**src/rtl/dmaarb_pkg.sv**
```systemverilog
`timescale 1ns/1ps
package dmaarb_pkg;
  localparam int PRIO_W = 2;
  localparam int NGRP   = 1 << PRIO_W;

  typedef logic [PRIO_W-1:0] prio_t;

  typedef enum logic [1:0] {
    DEC_HOLD  = 2'd0,
    DEC_GRANT = 2'd1,
    DEC_IDLE  = 2'd2
  } dec_e;

  // a is strictly more urgent than b (0 is the most urgent)
  function automatic logic more_urgent(prio_t a, prio_t b);
    return a < b;
  endfunction
endpackage

```
**src/rtl/dmaarb_pend.sv**
```systemverilog
`timescale 1ns/1ps
module dmaarb_pend #(
  parameter int NCH = 8
) (
  input  logic           clk,
  input  logic           rst_n,
  input  logic [NCH-1:0] en,
  input  logic [NCH-1:0] trig,
  input  logic [NCH-1:0] clr,
  output logic [NCH-1:0] pend
);
  logic [NCH-1:0] pend_q;

  always_ff @(posedge clk) begin
    if (!rst_n) pend_q <= '0;
    else        pend_q <= (pend_q | (trig & en)) & en & ~clr;
  end

  assign pend = pend_q;

  AST_DISABLED_NOT_PENDING: assert property (@(posedge clk) disable iff (!rst_n)
    1'b1 |=> ((pend_q & ~$past(en)) == '0));

  AST_FINISH_CLEARS: assert property (@(posedge clk) disable iff (!rst_n)
    (clr != '0) |=> ((pend_q & $past(clr)) == '0));
endmodule

```
**src/rtl/dmaarb_rr_grp.sv**
```systemverilog
`timescale 1ns/1ps
module dmaarb_rr_grp #(
  parameter int NCH = 8,
  parameter int IW  = $clog2(NCH)
) (
  input  logic          clk,
  input  logic          rst_n,
  input  logic [NCH-1:0] req,
  input  logic          adv,
  input  logic [IW-1:0] adv_idx,
  output logic          found,
  output logic [IW-1:0] idx
);
  logic [IW-1:0] ptr_q;

  function automatic logic [IW:0] rr_scan(logic [NCH-1:0] m, logic [IW-1:0] start);
    logic [IW:0] res;
    int j;
    res = '0;
    for (int k = 0; k < NCH; k++) begin
      j = int'(start) + k;
      if (j >= NCH) j = j - NCH;
      if (!res[IW] && m[j]) res = {1'b1, IW'(j)};
    end
    return res;
  endfunction

  function automatic logic [IW-1:0] next_ptr(logic [IW-1:0] g);
    return (int'(g) == NCH - 1) ? '0 : g + 1'b1;
  endfunction

  logic [IW:0] scan;
  assign scan  = rr_scan(req, ptr_q);
  assign found = scan[IW];
  assign idx   = scan[IW-1:0];

  always_ff @(posedge clk) begin
    if (!rst_n)   ptr_q <= '0;
    else if (adv) ptr_q <= next_ptr(adv_idx);
  end

  AST_RR_PICKS_REQ: assert property (@(posedge clk) disable iff (!rst_n)
    found |-> req[idx]);
endmodule

```
**src/rtl/dmaarb_top.sv**
```systemverilog
`timescale 1ns/1ps
module dmaarb_top
  import dmaarb_pkg::*;
#(
  parameter int NCH = 8
) (
  input  logic                  clk,
  input  logic                  rst_n,
  input  logic [NCH-1:0]        ch_en,
  input  logic [NCH*PRIO_W-1:0] ch_prio,
  input  logic [NCH-1:0]        ch_preempt,
  input  logic [NCH-1:0]        ch_trig,
  input  logic                  xfer_done,
  input  logic                  blk_done,
  output logic [NCH-1:0]        act_oh,
  output logic                  act_valid
);
  localparam int IW = $clog2(NCH);

  logic [NCH-1:0] act_q;
  logic           act_v_q;
  logic [NCH-1:0] pend;
  logic [NCH-1:0] cand;
  logic [NCH-1:0] fin_clr;
  logic [IW-1:0]  act_idx;
  prio_t          act_prio;

  // named events for the assertions
  logic boundary_ev, leave_ev, preempt_ev, grant_ev;

  logic [NCH-1:0]  gmask [NGRP];
  logic [NGRP-1:0] grp_found;
  logic [IW-1:0]   grp_idx [NGRP];
  logic            any_win;
  prio_t           win_grp;
  logic [IW-1:0]   win_idx;
  dec_e            dec;

  assign fin_clr = act_q & {NCH{act_v_q & xfer_done & blk_done}};

  dmaarb_pend #(.NCH(NCH)) u_pend (
    .clk(clk), .rst_n(rst_n), .en(ch_en), .trig(ch_trig), .clr(fin_clr), .pend(pend)
  );

  // the active channel is never a candidate for a second grant
  assign cand = pend & ch_en & ~act_q;

  for (genvar g = 0; g < NGRP; g++) begin : g_grp
    always_comb begin
      for (int i = 0; i < NCH; i++)
        gmask[g][i] = cand[i] && (ch_prio[i*PRIO_W +: PRIO_W] == prio_t'(g));
    end
    dmaarb_rr_grp #(.NCH(NCH), .IW(IW)) u_rr (
      .clk(clk), .rst_n(rst_n), .req(gmask[g]),
      .adv(grant_ev && (win_grp == prio_t'(g))), .adv_idx(win_idx),
      .found(grp_found[g]), .idx(grp_idx[g])
    );
  end

  always_comb begin
    any_win = 1'b0;
    win_grp = '0;
    win_idx = '0;
    for (int g = NGRP - 1; g >= 0; g--) begin
      if (grp_found[g]) begin
        any_win = 1'b1;
        win_grp = prio_t'(g);
        win_idx = grp_idx[g];
      end
    end
  end

  always_comb begin
    act_idx = '0;
    for (int i = 0; i < NCH; i++)
      if (act_q[i]) act_idx = IW'(i);
  end
  assign act_prio = ch_prio[act_idx*PRIO_W +: PRIO_W];

  assign boundary_ev = !act_v_q || xfer_done;
  assign leave_ev    = act_v_q && xfer_done && (blk_done || !ch_en[act_idx]);
  assign preempt_ev  = act_v_q && xfer_done && !leave_ev && ch_preempt[act_idx]
                       && any_win && more_urgent(win_grp, act_prio);

  always_comb begin
    dec = DEC_HOLD;
    if (!act_v_q) begin
      if (any_win) dec = DEC_GRANT;
    end else if (leave_ev) begin
      dec = any_win ? DEC_GRANT : DEC_IDLE;
    end else if (preempt_ev) begin
      dec = DEC_GRANT;
    end
  end
  assign grant_ev = (dec == DEC_GRANT);

  always_ff @(posedge clk) begin
    if (!rst_n) begin
      act_q   <= '0;
      act_v_q <= 1'b0;
    end else begin
      case (dec)
        DEC_GRANT: begin act_q <= NCH'(1) << win_idx; act_v_q <= 1'b1; end
        DEC_IDLE:  begin act_q <= '0;                 act_v_q <= 1'b0; end
        default:   ;
      endcase
    end
  end

  assign act_oh    = act_q;
  assign act_valid = act_v_q;

  AST_ONEHOT: assert property (@(posedge clk) disable iff (!rst_n)
    $onehot0(act_q) && (act_v_q == (act_q != '0)));

  AST_HOLD_MID_XFER: assert property (@(posedge clk) disable iff (!rst_n)
    act_v_q && !xfer_done |=> $stable(act_q) && act_v_q);

  AST_GRANT_WAS_PENDING: assert property (@(posedge clk) disable iff (!rst_n)
    1'b1 |=> (!act_v_q || act_q == $past(act_q) || (act_q & $past(pend)) != '0));

  AST_NONPREEMPT_KEPT: assert property (@(posedge clk) disable iff (!rst_n)
    act_v_q && xfer_done && !blk_done && ch_en[act_idx] && !ch_preempt[act_idx]
    |=> $stable(act_q));

  AST_DISABLED_RELEASED: assert property (@(posedge clk) disable iff (!rst_n)
    act_v_q && xfer_done && !ch_en[act_idx] |=> (act_q & $past(act_q)) == '0);

  AST_NO_LEVEL_CHANGE_IDLE: assert property (@(posedge clk) disable iff (!rst_n)
    !boundary_ev |=> $stable(act_v_q));
endmodule

```
**config.mk**
```make
export PLATFORM = sky130hd
export DESIGN_NAME = dmaarb_top
export DESIGN_NICKNAME = d
export VERILOG_FILES = /design/src/rtl/dmaarb_pkg.sv /design/src/rtl/dmaarb_pend.sv /design/src/rtl/dmaarb_rr_grp.sv /design/src/rtl/dmaarb_top.sv
export SDC_FILE = /design/constraint.sdc
export NUM_CORES = 1
export LEC_CHECK = 0
export BUFFER_PORTS_ARGS = -buffer_cell sky130_fd_sc_hd__buf_2
export CAP_MARGIN = 20
export CORE_UTILIZATION = 45
export DETAILED_ROUTE_END_ITERATION = 16
export GPL_TIMING_DRIVEN = 0
export PLACE_DENSITY = 0.69
export SLEW_MARGIN = 20
export SYNTH_ARGS = -nofsm -noshare
export SYNTH_HDL_FRONTEND = slang
export SYNTH_SLANG_ARGS = --single-unit
```
**constraint.sdc**
```tcl
create_clock -name clk -period 5.6 [get_ports clk]
set_clock_uncertainty 0.05 [all_clocks]
set_input_delay 0.28 -clock clk [delete_from_list [all_inputs] [get_ports clk]]
set_output_delay 0.28 -clock clk [all_outputs]
set_load 0.03 [all_outputs]
```
==> results.yml <==
timing:
  setup_viol: 0
  slew_viol_final: 0
  maxSlewHeadroom_pct: 13.08
  rsz0062_at_grt: "no"
  layout_worst_path_cycle_share_pct: 95.98
  fmax_mhz: 186.0
  post-route-min-period_ns: 5.375
  hold_viol_final: 0
  tightest_slew_ns: 1.284
power_and_ir_drop:
  power_density_nw_per_um2: 550.9
  totalPowerFinal_mw: 4.277
  vdd_drop_max_v: 0.0005483
  p_leak_nw: 2.711
clock_tree:
  cts_root_buffer: "clkbuf_16"
  htreeDepth: 2
  clk_path_buf_depth: 2
  clk_latency_ns: 0.29
  clkTransAtPathRegs_ns: 0.06
  cts_tree: "built"
  cts_sinks: 29
  cts_inserted_buffers: 5
  holdBufCountCts: 0
floorplan:
  die_x_um: 126.1
  start_util_pct: 46.95
  io_pins: 53
  num_rows: 44
  dieArea_um2: 15890
  core-area_um2: 14750
  die_h_um: 126.1
cells_and_area:
  multi_input_area_um2: 6055
  stdcell_area_um2: 7765
  regArea_um2: 584.3
  nets: 1006
  post-route-util_pct: 52.63
  n_antenna_cell: 0
  drive_gt1_share_pct: 22.41
  syn2layout_area_growth_pct: 12.10
  fillers: 1444
yosys:
  syn_inst: 888
  yosys_register_bits: 29
  seq_area_frac_synth_pct: 8.382
  synth_top_area_share_pct: 16.26
  syn-mean-instance-area_um2: 7.800
  yosysUniqueCellTypes: 95
  yosys_warnings: 0
  syn_area_um2: 6927
  async_flop_share_pct: 0
  synth_nets: 949
  synth_most_common_cell: "nand2_1"
  yosysTopAreaCell: "mux4_2"
  synth-edff-count: 0
  synth_flop_cell: "dfxtp_1"
  synth_area_leaders: "mux4_2 (16%), dfxtp_1 (8.4%), nand2_1 (4.8%)"
  netlist_top_cells_count: "nand2_1 (89), nor2_1 (74), mux4_2 (50), a21oi_1 (41), nor3_1 (36)"
placement:
  dpl-instance-area_um2: 7410
  place_congestion: 0.9841
  dp_hpwl_um: 21080
  io_buffers: 47
detailed_routing:
  drt_wl_total_um: 27930
  dr.pass1.iters: 7
  wire_per_inst_um: 24.72
  remaining_drc_errors: 0
  routed_via_density: 7.432
  drt-initial-drc-count: 1506
  ant_nets: 0
  vias: 8398
worst_setup_path:
  cp_max_fo: 10
  worstSetupStartpointType: "flop"
  reg2reg_from: "g_grp[1].u_rr.ptr_q[0]"
  critical_path_class: "flop to flop"
  crit_slowest_cell: "or4b_1"
  crit_family: "simple AND/OR/NAND/NOR gates"
  crit_buf_inv: 4
  reg2reg_to: "g_grp[3].u_rr.ptr_q[1]"
  arrival_ns: 5.50
  rrSetupSlack_ns: 0.23
  critPathRequiredTime_ns: 5.73
  worstRegToRegCells: 20
  path_cells: "clkinvlp_4 > clkbuf_2 > ha_1 > clkbuf_2 > nor3b_1 > a32oi_1 > mux4_2 > o31ai_1 > nor4_4 > nand2_1 > nor2_1 > ha_1 > o21ai_0 > a31o_2 > ha_2 > nand2_4 > or4b_1 > buf_2 > mux2i_1 > nor2b_1"
  max_stage_delay_ns: 0.49
  worst_setup_path_end_kind: "flop"
min_path:
  hold_path_end: "u_pend.pend[6]"
  hp-class: "primary input to flop"
  whs_path_depth: 3
  hp-start: "ch_trig[6]"
job:
  cap_violations: 0
global_routing:
  overflow: 0
  grt_pass1_vias: 7643
  grt_pass1_wl_um: 43150
  antenna_found_initial: 0
  grt_max_degree: 17
  grtUsageTotal_pct: 34.51
run_status:
  status: "finished, final reports clean"
==> repair_timing <==
action / CTS / global route
endpoints found under the hold margin: 0 / 0
endpoints found under the setup margin: 20 / 19
gates resized for setup: 25 / 29
setup buffers: 1 / 3
gates cloned: 0 / 0
pin swaps: 1 / 5
==> metal layers <==
layer  share of wire, %  GRT usage, %  up-vias
met5                  0             0        -
li1                   -             -     3665
met2                 43         52.36      709
met4                4.6         14.74        0
met3                 14         9.303      112
met1                 39         46.02     3912
==> logic make-up (layout without fill, tap and decap cells) <==
group | count (synthesis) | count (layout) | share of synthesized area [%]
flops | 29 | 29 | 8.382
compound gates | 272 | 272 | 29.77
fa+ha+maj | 17 | 17 | 3.071
simple gates | 369 | 369 | 28.96
buf+inv | 99 | 157 | 5.943
xor+xnor | 11 | 11 | 1.499
mux | 91 | 91 | 22.38
==> worst register-to-register path: stages (launching register included) <==
cell        delay, ns
dfxtp_2          0.42
clkinvlp_4       0.20
clkbuf_2         0.25
ha_1             0.38
clkbuf_2         0.24
nor3b_1          0.08
a32oi_1          0.37
mux4_2           0.39
o31ai_1          0.21
nor4_4           0.43
nand2_1          0.22
nor2_1           0.21
ha_1             0.25
o21ai_0          0.13
a31o_2           0.23
ha_2             0.25
nand2_4          0.10
or4b_1           0.49
buf_2            0.17
mux2i_1          0.14
nor2b_1          0.06
==> power by group <==
| group | switching, mW | internal (mW) | leakage [nW] |
|---|---|---|---|
| Combinational | 2.23 | 1.39 | 2.39 |
| Sequential | 0.0696 | 0.262 | 0.238 |
| Clock | 0.108 | 0.222 | 0.0831 |
==> sequential cells by signal, indices dropped and copies added (netlist names) <==
signal            cells
act_oh                8
g_grp.u_rr.ptr_q     12
act_valid             1
u_pend.pend           8
==> placed cells by master (no fill, tap or decap), types with 8 or more instances in the layout <==
cell type | synthesis | routed
a21oi_1 | 41 | 41
a31oi_1 | 12 | 11
a32oi_1 | 9 | 9
buf_2 | 17 | 62
clkbuf_1 | 34 | 29
dfxtp_1 | 29 | 26
ha_1 | 17 | 15
inv_1 | 24 | 24
mux2_2 | 11 | 11
mux2i_1 | 30 | 30
mux4_2 | 50 | 50
nand2_1 | 89 | 88
nand2b_1 | 25 | 25
nand3_1 | 26 | 26
nand3b_1 | 10 | 10
nand4b_1 | 9 | 9
nor2_1 | 74 | 74
nor2b_1 | 15 | 14
nor3_1 | 36 | 36
o211ai_1 | 16 | 16
o21ai_0 | 24 | 24
o221ai_1 | 13 | 13
o22ai_1 | 13 | 13
o31ai_1 | 13 | 12
o32ai_1 | 12 | 10
or3_1 | 8 | 8
==> how the worst max path moves through the flow <==
stage | cells after the start | slack (ns) | to | from
2_1_floorplan | 22 | 0.72 | g_grp[3].u_rr.ptr_q[2] | g_grp[2].u_rr.ptr_q[0]
3_3_place_gp | 19 | -1.12 | act_oh[4] | g_grp[1].u_rr.ptr_q[1]
3_5_place_dp | 19 | -0.61 | act_oh[4] | g_grp[1].u_rr.ptr_q[1]
4_1_cts | 22 | 0.02 | g_grp[3].u_rr.ptr_q[1] | g_grp[2].u_rr.ptr_q[0]
5_1_grt | 20 | 0.03 | g_grp[3].u_rr.ptr_q[1] | g_grp[3].u_rr.ptr_q[0]
6_report | 20 | 0.23 | g_grp[3].u_rr.ptr_q[1] | g_grp[1].u_rr.ptr_q[0]
==> stage by stage <==
step / TNS, ns / hold WS (ns) / setup slack, ns / cells
2_1_floorplan: 0 / 0.3794 / 0.7171 / 888
5_1_grt: 0 / 0.2654 / 0.03156 / 1130
6_report: 0 / 0.2445 / 0.2250 / 1130
4_1_cts: 0 / 0.2475 / 0.01530 / 1127
3_5_place_dp: -5.614 / 0.5023 / -0.6145 / 1119
3_3_place_gp: -15.30 / 0.4625 / -1.125 / 1119
==> cell type report <==
type                    count  share of cell area [%]
well taps                 184                   2.965
flip-flops and latches     29                   7.525
clock buffers               6                   1.789
plain buffers              66                   4.141
repair buffers             51                   3.416
inverters                  32                   1.708
multi-input cells         760                   77.97
clock inverters             2                  0.4834
(Power assumes the default switching activity.)
